**src/rtl/ixd_pkg.sv**
```systemverilog
package ixd_pkg;

   localparam logic [2:0] OP_MOV  = 3'd0;
   localparam logic [2:0] OP_ADD  = 3'd1;
   localparam logic [2:0] OP_SUB  = 3'd2;
   localparam logic [2:0] OP_CMP  = 3'd3;
   localparam logic [2:0] OP_JCC  = 3'd4;
   localparam logic [2:0] OP_LOOP = 3'd5;

   localparam logic [1:0] K_REG  = 2'd0;
   localparam logic [1:0] K_MEM  = 2'd1;
   localparam logic [1:0] K_IMM  = 2'd2;
   localparam logic [1:0] KD_NONE = 2'd2;
   localparam logic [1:0] KS_NONE = 2'd3;

   localparam logic [3:0] BASE_DIRECT = 4'd8;

   typedef enum logic [3:0] {
      C_BAD, C_RM_REG, C_RM_IMM, C_GRP_IMM, C_REG_IMM,
      C_ACC_MEM, C_ACC_IMM, C_JCC, C_LOOP
   } ixd_cls_e;

   // {ok, op} for the three-bit arithmetic selector
   function automatic logic [3:0] alu_sel(input logic [2:0] f);
      case (f)
         3'b000:  alu_sel = {1'b1, OP_ADD};
         3'b101:  alu_sel = {1'b1, OP_SUB};
         3'b111:  alu_sel = {1'b1, OP_CMP};
         default: alu_sel = {1'b0, OP_MOV};
      endcase
   endfunction

endpackage

```
**src/rtl/ixd_classify.sv**
```systemverilog
module ixd_classify
   import ixd_pkg::*;
#(
   parameter bit ACC_ALU_EN = 1'b1
) (
   input  logic [7:0] opc_i,
   output ixd_cls_e   cls_o,
   output logic [2:0] op_o,
   output logic       w_o,
   output logic       d_o
);

   logic [3:0] alu;
   logic       acc_hit;
   logic       rm_alu_hit;

   assign alu        = alu_sel(opc_i[5:3]);
   assign rm_alu_hit = (opc_i[7:6] == 2'b00) && !opc_i[2] && alu[3];

   generate
      if (ACC_ALU_EN) begin : g_acc
         assign acc_hit = (opc_i[7:6] == 2'b00) && (opc_i[2:1] == 2'b10) && alu[3];
      end else begin : g_noacc
         assign acc_hit = 1'b0;
      end
   endgenerate

   always_comb begin
      cls_o = C_BAD;
      op_o  = OP_MOV;
      w_o   = opc_i[0];
      d_o   = opc_i[1];
      if (opc_i[7:2] == 6'b100010) begin
         cls_o = C_RM_REG;
      end else if (opc_i[7:1] == 7'b1100011) begin
         cls_o = C_RM_IMM;
      end else if (opc_i[7:2] == 6'b100000) begin
         cls_o = C_GRP_IMM;
      end else if (opc_i[7:4] == 4'b1011) begin
         cls_o = C_REG_IMM;
         w_o   = opc_i[3];
      end else if (opc_i[7:2] == 6'b101000) begin
         cls_o = C_ACC_MEM;
      end else if (opc_i[7:4] == 4'b0111) begin
         cls_o = C_JCC;
         op_o  = OP_JCC;
         w_o   = 1'b0;
      end else if (opc_i[7:2] == 6'b111000) begin
         cls_o = C_LOOP;
         op_o  = OP_LOOP;
         w_o   = 1'b0;
      end else if (rm_alu_hit) begin
         cls_o = C_RM_REG;
         op_o  = alu[2:0];
      end else if (acc_hit) begin
         cls_o = C_ACC_IMM;
         op_o  = alu[2:0];
      end
   end

endmodule

```
**src/rtl/ixd_modrm.sv**
```systemverilog
module ixd_modrm
   import ixd_pkg::*;
(
   input  logic [7:0] mrm_i,
   output logic       is_reg_o,
   output logic [2:0] reg_f_o,
   output logic [2:0] rm_o,
   output logic [3:0] base_o,
   output logic [1:0] disp_len_o
);

   logic [1:0] md;
   logic       direct;

   assign md       = mrm_i[7:6];
   assign reg_f_o  = mrm_i[5:3];
   assign rm_o     = mrm_i[2:0];
   assign is_reg_o = (md == 2'b11);
   assign direct   = (md == 2'b00) && (mrm_i[2:0] == 3'b110);
   assign base_o   = direct ? BASE_DIRECT : {1'b0, mrm_i[2:0]};

   always_comb begin
      case (md)
         2'b01:   disp_len_o = 2'd1;
         2'b10:   disp_len_o = 2'd2;
         2'b00:   disp_len_o = direct ? 2'd2 : 2'd0;
         default: disp_len_o = 2'd0;
      endcase
   end

endmodule

```
**src/rtl/ixd_decoder.sv**
```systemverilog
module ixd_decoder
   import ixd_pkg::*;
#(
   parameter int IP_W       = 16,
   parameter bit ACC_ALU_EN = 1'b1
) (
   input  logic            clk,
   input  logic            rst_n,
   input  logic            start_i,
   input  logic [IP_W-1:0] start_ip_i,
   output logic            req_o,
   output logic [IP_W-1:0] req_addr_o,
   input  logic            mem_valid_i,
   input  logic [7:0]      mem_byte_i,
   output logic            done_o,
   output logic            err_o,
   output logic [2:0]      op_o,
   output logic [1:0]      dst_kind_o,
   output logic [2:0]      dst_reg_o,
   output logic [1:0]      src_kind_o,
   output logic [2:0]      src_reg_o,
   output logic [3:0]      mem_base_o,
   output logic [15:0]     disp_o,
   output logic [15:0]     imm_o,
   output logic            wide_o,
   output logic [3:0]      cond_o,
   output logic [7:0]      jofs_o,
   output logic [IP_W-1:0] ip_o
);

   localparam logic [IP_W-1:0] IP_ONE = {{(IP_W-1){1'b0}}, 1'b1};

   generate
      if (IP_W < 8 || IP_W > 32) begin : g_bad_ipw
         $error("ixd_decoder: IP_W must lie in 8..32");
      end
   endgenerate

   typedef enum logic [3:0] {
      S_IDLE, S_OP, S_MODRM, S_DLO, S_DHI, S_ILO, S_IHI, S_JOFS, S_DONE
   } st_e;

   st_e             st;
   logic [IP_W-1:0] ptr;
   ixd_cls_e        cls_q;
   logic            w_q, d_q, s_q, two_q;
   logic [1:0]      mod_q;
   logic [2:0]      op_q, dreg_q, sreg_q;
   logic [1:0]      dk_q, sk_q;
   logic [3:0]      base_q, cond_q;
   logic [15:0]     disp_q, imm_q;
   logic [7:0]      jofs_q;
   logic            wide_q, err_q;

   ixd_cls_e        c_cls;
   logic [2:0]      c_op;
   logic            c_w, c_d;
   logic            m_isreg;
   logic [2:0]      m_reg, m_rm;
   logic [3:0]      m_base;
   logic [1:0]      m_dlen;
   logic [3:0]      grp;
   logic            take, need_imm, imm_two;
   logic [7:0]      b;

   ixd_classify #(.ACC_ALU_EN(ACC_ALU_EN)) u_cls (
      .opc_i(mem_byte_i), .cls_o(c_cls), .op_o(c_op), .w_o(c_w), .d_o(c_d)
   );

   ixd_modrm u_mrm (
      .mrm_i(mem_byte_i), .is_reg_o(m_isreg), .reg_f_o(m_reg), .rm_o(m_rm),
      .base_o(m_base), .disp_len_o(m_dlen)
   );

   assign b        = mem_byte_i;
   assign grp      = alu_sel(m_reg);
   assign req_o    = (st != S_IDLE) && (st != S_DONE);
   assign take     = req_o && mem_valid_i;
   assign need_imm = (cls_q == C_RM_IMM) || (cls_q == C_GRP_IMM);
   assign imm_two  = w_q && !((cls_q == C_GRP_IMM) && s_q);

   always_ff @(posedge clk or negedge rst_n) begin
      if (!rst_n) begin
         st <= S_IDLE;   ptr <= '0;      cls_q <= C_BAD;
         w_q <= 1'b0;    d_q <= 1'b0;    s_q <= 1'b0;    two_q <= 1'b0;
         mod_q <= 2'b00; op_q <= OP_MOV; dreg_q <= '0;   sreg_q <= '0;
         dk_q <= KD_NONE; sk_q <= KS_NONE; base_q <= '0; cond_q <= '0;
         disp_q <= '0;   imm_q <= '0;    jofs_q <= '0;
         wide_q <= 1'b0; err_q <= 1'b0;
      end else begin
         case (st)
            S_IDLE: if (start_i) begin
               ptr <= start_ip_i; st <= S_OP;
               mod_q <= 2'b00; op_q <= OP_MOV; dreg_q <= '0; sreg_q <= '0;
               dk_q <= KD_NONE; sk_q <= KS_NONE; base_q <= '0; cond_q <= '0;
               disp_q <= '0; imm_q <= '0; jofs_q <= '0;
               wide_q <= 1'b0; err_q <= 1'b0;
            end
            S_DONE: st <= S_IDLE;
            default: if (take) begin
               ptr <= ptr + IP_ONE;
               case (st)
                  S_OP: begin
                     cls_q <= c_cls; w_q <= c_w; d_q <= c_d; s_q <= c_d;
                     op_q <= c_op; wide_q <= c_w;
                     case (c_cls)
                        C_BAD: begin err_q <= 1'b1; st <= S_DONE; end
                        C_REG_IMM: begin
                           dk_q <= K_REG; dreg_q <= b[2:0]; sk_q <= K_IMM; st <= S_ILO;
                        end
                        C_ACC_IMM: begin
                           dk_q <= K_REG; dreg_q <= 3'd0; sk_q <= K_IMM; st <= S_ILO;
                        end
                        C_ACC_MEM: begin
                           base_q <= BASE_DIRECT; two_q <= 1'b1; st <= S_DLO;
                           if (b[1]) begin
                              dk_q <= K_MEM; sk_q <= K_REG; sreg_q <= 3'd0;
                           end else begin
                              dk_q <= K_REG; dreg_q <= 3'd0; sk_q <= K_MEM;
                           end
                        end
                        C_JCC:   begin cond_q <= b[3:0]; st <= S_JOFS; end
                        C_LOOP:  begin cond_q <= {2'b00, b[1:0]}; st <= S_JOFS; end
                        default: st <= S_MODRM;
                     endcase
                  end
                  S_MODRM: begin
                     if ((cls_q == C_GRP_IMM) && !grp[3]) begin
                        err_q <= 1'b1; st <= S_DONE;
                     end else begin
                        mod_q  <= b[7:6];
                        base_q <= m_isreg ? 4'd0 : m_base;
                        if (cls_q == C_GRP_IMM) op_q <= grp[2:0];
                        if ((cls_q == C_RM_REG) && d_q) begin
                           dk_q <= K_REG; dreg_q <= m_reg;
                           sk_q <= m_isreg ? K_REG : K_MEM;
                           sreg_q <= m_isreg ? m_rm : 3'd0;
                        end else begin
                           dk_q <= m_isreg ? K_REG : K_MEM;
                           dreg_q <= m_isreg ? m_rm : 3'd0;
                           if (cls_q == C_RM_REG) begin
                              sk_q <= K_REG; sreg_q <= m_reg;
                           end else begin
                              sk_q <= K_IMM;
                           end
                        end
                        two_q <= (m_dlen == 2'd2);
                        if (m_dlen != 2'd0)   st <= S_DLO;
                        else if (need_imm)    st <= S_ILO;
                        else                  st <= S_DONE;
                     end
                  end
                  S_DLO: begin
                     if (two_q) begin
                        disp_q[7:0] <= b; st <= S_DHI;
                     end else begin
                        disp_q <= {{8{b[7]}}, b};
                        st <= need_imm ? S_ILO : S_DONE;
                     end
                  end
                  S_DHI: begin
                     disp_q[15:8] <= b;
                     st <= need_imm ? S_ILO : S_DONE;
                  end
                  S_ILO: begin
                     if (imm_two) begin
                        imm_q[7:0] <= b; st <= S_IHI;
                     end else begin
                        imm_q <= w_q ? {{8{b[7]}}, b} : {8'h00, b};
                        st <= S_DONE;
                     end
                  end
                  S_IHI:  begin imm_q[15:8] <= b; st <= S_DONE; end
                  S_JOFS: begin jofs_q <= b; st <= S_DONE; end
                  default: st <= S_IDLE;
               endcase
            end
         endcase
      end
   end

   assign req_addr_o = ptr;
   assign ip_o       = ptr;
   assign done_o     = (st == S_DONE);
   assign err_o      = err_q;
   assign op_o       = op_q;
   assign dst_kind_o = dk_q;
   assign dst_reg_o  = dreg_q;
   assign src_kind_o = sk_q;
   assign src_reg_o  = sreg_q;
   assign mem_base_o = base_q;
   assign disp_o     = disp_q;
   assign imm_o      = imm_q;
   assign wide_o     = wide_q;
   assign cond_o     = cond_q;
   assign jofs_o     = jofs_q;

   // Fetch port holds its request until served
   p_req_hold_r13: assert property (@(posedge clk) disable iff (!rst_n)
      req_o && !mem_valid_i |=> req_o && $stable(req_addr_o));

   // Consecutive requests walk forward one byte
   p_addr_step_r13: assert property (@(posedge clk) disable iff (!rst_n)
      req_o && mem_valid_i |=> !req_o || (req_addr_o == $past(req_addr_o) + IP_ONE));

   p_done_once_r11: assert property (@(posedge clk) disable iff (!rst_n)
      done_o |=> !done_o);

   p_done_noreq_r11: assert property (@(posedge clk) disable iff (!rst_n)
      done_o |-> !req_o);

   // A one-byte displacement arrives sign-extended
   p_disp8_sext_r3: assert property (@(posedge clk) disable iff (!rst_n)
      done_o && !err_o && (mod_q == 2'b01) |-> disp_o[15:8] == {8{disp_o[7]}});

   // Direct base only ever tags a memory operand
   p_direct_mem_r4: assert property (@(posedge clk) disable iff (!rst_n)
      done_o && !err_o && (mem_base_o == BASE_DIRECT) |->
         (dst_kind_o == K_MEM) || (src_kind_o == K_MEM));

endmodule

```
**config.mk**
```make
export PLATFORM = sky130hd
export DESIGN_NAME = ixd_decoder
export DESIGN_NICKNAME = d
export VERILOG_FILES = /design/src/rtl/ixd_pkg.sv /design/src/rtl/ixd_classify.sv /design/src/rtl/ixd_modrm.sv /design/src/rtl/ixd_decoder.sv
export SDC_FILE = /design/constraint.sdc
export NUM_CORES = 1
export LEC_CHECK = 0
export ABC_AREA = 1
export ABC_CLOCK_PERIOD_IN_PS = 3470
export BUFFER_PORTS_ARGS = -buffer_cell sky130_fd_sc_hd__buf_4
export CAP_MARGIN = 20
export CORE_MARGIN = 2
export CORE_UTILIZATION = 58
export DETAILED_ROUTE_END_ITERATION = 6
export GPL_TIMING_DRIVEN = 1
export PLACE_DENSITY = 0.94
export SKIP_CTS_REPAIR_TIMING = 1
export SYNTH_ARGS = -nofsm -noshare
export SYNTH_HDL_FRONTEND = slang
export SYNTH_SLANG_ARGS = --single-unit
```
**constraint.sdc**
```tcl
create_clock -name clk -period 3.47 [get_ports clk]
set_input_delay 0.1735 -clock clk [delete_from_list [all_inputs] [get_ports clk]]
set_output_delay 0.1735 -clock clk [all_outputs]
set_load 0.005 [all_outputs]
```
==> results.tsv <==
stage	metric	value	unit
yosys	syn-instance-count	657	
global_routing	grtUsageMet2	51.0	%
global_routing	overflow	0	
critical_path	crit_required	3.68	ns
yosys	ys_warn_count	0	
floorplan	dieArea	0.00923	mm²
power	peakVddDrop	0.000355	V
global_routing	grt_pass1_wl	22300	µm
power	p_int	2.95	mW
layout	layout.nets	792	
layout	seq_area	0.00226	mm²
power	pwr-share-clk	12.9	%
clock_tree	clock_sinks	90	
clock_tree	root_buffer	clkbuf_8	
sta	fin_skew	0.0167	ns
power	p_leak	3.12	nW
yosys	synth_nets	686	
critical_path	r2r_setup_slack	0.55	ns
sta	max_freq	0.342	GHz
floorplan	initial_core_util	59.8	%
yosys	seq_area_frac_synth	45.9	%
yosys	synth_top_area_cell	dfrtp_1	
placement	gp_congestion	0.939	
floorplan	dieHeight	96.1	µm
floorplan	die_width	96.1	µm
layout	final_cells	873	
floorplan	boundaryPins	125	
routing	drtPass1Iterations	5	
clock_tree	clk_pin_slew_worst_paths	0.10	ns
power	combPwrFrac	53.9	%
global_routing	busiest_layer	met2	
routing	drt_iter0_drc	364	
sta	min_period	2.92	ns
sta	setup_tns	0	ns
floorplan	rows	33	
routing	dr_total_vias	5066	
placement	numPortBuffers	124	
clock_tree	cts_tree	done	
sta	fin_crit_sh	84.2	%
yosys	synth_edf_count	0	
sta	holdWs	0.0634	ns
sta	rsz0062_at_grt	no	
yosys	synthTopCellsByArea	dfrtp_1 (44%), nand2_1 (15%), o21ai_0 (9.6%)	
run	maxCapViolations	0	
sta	final-hold-violation-count	0	
power	swShare	47.6	%
clock_tree	cts_buffers	9	
routing	routed_wl	14400	µm
global_routing	grt_pass1_vias	4596	
global_routing	antenna_found_initial	0	
power	seqPwrFrac	33.1	%
layout	fillerInstances	635	
layout	fin_area	0.00600	mm²
global_routing	groute.usage.overall	31.2	%
clock_tree	clk_path_buf_depth	2	
yosys	post-synth-top-area-fraction	44.3	%
sta	setup_viol	0	
floorplan	core-area	0.00822	mm²
critical_path	start_kind	flop	
placement	post-dp-hpwl	10400	µm
layout	areaGrowthSynthToFinish	22.1	%
clock_tree	worst_skew_pair.late_latency	0.37	ns
power	power_density	938	mW/mm²
yosys	ys_ff_latch	90	
critical_path	worstSetupPathType	reg2reg	
layout	final_layout_size_suffix_gt1_share	22.1	%
sta	slew_headroom	37.9	%
routing	post-route-drc-count	0	
sta	worstMarginPinSlew	0.925	ns
yosys	syn_area	0.00492	mm²
placement	dp_cells	855	
sta	slew_violations	0	
yosys	ys.flop_type	dfrtp_1	
yosys	synth_area_per_cell	7.48	µm²
global_routing	grtUsageMet1	41.6	%
run_status	status	completed	
power	switchingPower	2.68	mW
global_routing	met3_usage	5.72	%
critical_path	arrival	3.13	ns
routing	postRouteAntennaNets	0	
hold_path	hold_class	in2reg	
yosys	async_flop_share	100	%
routing	vias_per_cell	5.80	
critical_path	end_kind	flop	
yosys	yosys.cell_types.count	37	
layout	n_antenna_cell	0	
layout	multi_input_area	0.00221	mm²
routing	wl_per_cell	16.5	µm
critical_path	critPathMaxFanout	33	
global_routing	grt_max_degree	91	
clock_tree	h-tree-depth	3	
placement	dpl_cell_area	0.00577	mm²
-- kinds of logic (layout without fill, tap and decap cells) --
kind of cell,count (synthesis),after routing,synth area share (%)
AO/OA/AOI/OAI,142,142,15.7
flip-flops,90,90,45.9
XOR/XNOR,4,4,0.713
AND/OR/NAND/NOR,329,329,28.4
adder cells (fa/ha/maj),1,1,0.254
buffers and inverters,91,202,9.06
-- power by group through the flow --
stage	clock (mW)	combinational [mW]	sequential, mW
finish	0.728	3.04	1.87
global route	0.783	3.42	1.91
CTS	0.731	3.01	1.85
detailed placement	0	2.99	1.86
global placement	0	2.88	1.85
floorplan	0	1.96	1.82
-- sequential cells by signal, summed over array words and instances (netlist names) --
register,count
err_o,1
two_q,1
jofs_o,8
src_reg_o,3
st,4
wide_o,1
disp_o,16
dst_kind_o,2
imm_o,16
cond_o,4
cls_q,4
op_o,3
ip_o,16
w_q,1
dst_reg_o,3
src_kind_o,2
mem_base_o,4
s_q,1
-- layout by cell type (no fill, tap or decap), types with 2 or more instances in the layout --
master	n
inv_1	52
o21ai_1	6
nor2_1	59
xor2_1	4
nand2_2	5
nor2_2	2
a21oi_2	2
nor3_1	10
clkbuf_8	9
nor2_4	3
o21ai_2	4
clkinv_4	2
o21ai_0	94
a32oi_1	2
dfrtp_1	87
inv_8	3
o211ai_1	6
a21oi_1	20
dfstp_2	3
nand2_1	196
nand3_1	39
nand4_1	11
buf_4	126
a31oi_1	3
inv_2	5
-- cell usage after synthesis, types with 2 or more instances --
| cell type | number |
|---|---|
| o211ai_1 | 6 |
| inv_2 | 5 |
| a32oi_1 | 2 |
| nor2_1 | 59 |
| buf_6 | 4 |
| a31oi_1 | 3 |
| buf_2 | 5 |
| dfstp_2 | 3 |
| o21ai_0 | 94 |
| a21oi_1 | 20 |
| nor2_4 | 3 |
| nand2_2 | 5 |
| a21oi_2 | 2 |
| nor3_1 | 10 |
| nand4_1 | 11 |
| buf_4 | 18 |
| o21ai_2 | 4 |
| nor2_2 | 2 |
| nand2_1 | 196 |
| o21ai_1 | 6 |
| inv_1 | 52 |
| xor2_1 | 4 |
| dfrtp_1 | 87 |
| clkbuf_1 | 5 |
| nand3_1 | 39 |
-- final cells by class --
type                    instances  area share [%]
well taps                     105            2.19
clock buffers                   9            2.06
inverters                      58            3.63
clock inverters                 7            1.27
multi-input cells             476            36.9
flip-flops and latches         90            37.6
repair buffers                128            16.4
-- final timing paths --
check,start,to,cells past startpoint
worst max-delay path,st[0]$_DFFE_PN0P_,imm_o[1]$_DFFE_PN0P_,9
worst min-delay path,start_ip_i[13],ip_o[13]$_DFFE_PN0P_,3
worst max register to register,st[0]$_DFFE_PN0P_,imm_o[1]$_DFFE_PN0P_,9
worst min register to register,err_o$_DFFE_PN0P_,err_o$_DFFE_PN0P_,2
max in group asynchronous,rst_n,dst_kind_o[1]$_DFFE_PN1P_,3
min in group asynchronous,rst_n,cond_o[3]$_DFFE_PN0P_,2
-- critical path: stages (launching register included) --
cell and delay [ns]:
dfrtp_1 0.49, nor2_4 0.09, nand2_1 0.42, nor2_1 0.09, inv_1 0.08, nand2_2 0.10, nor2_4 0.63, o21ai_1 0.55
nand2_1 0.19, o21ai_0 0.11
-- metrics by stage --
stage	power, mW	worst slack [ns]	util [%]
detailed placement	4.86	0.664	70.2
finish	5.63	0.548	73.1
global placement	4.73	0.849	70.2
global route	6.11	0.341	73.1
floorplan	3.78	1.80	-
CTS	5.59	0.624	72.6
-- per-layer routing --
metal  share of wire, %  up-vias
li1                   -     2350
met1                 39     2338
met2                 49      336
met3                9.8       42
met4                2.4        0
met5                  0        -
No activity file was read; power rests on OpenSTA's default activity.
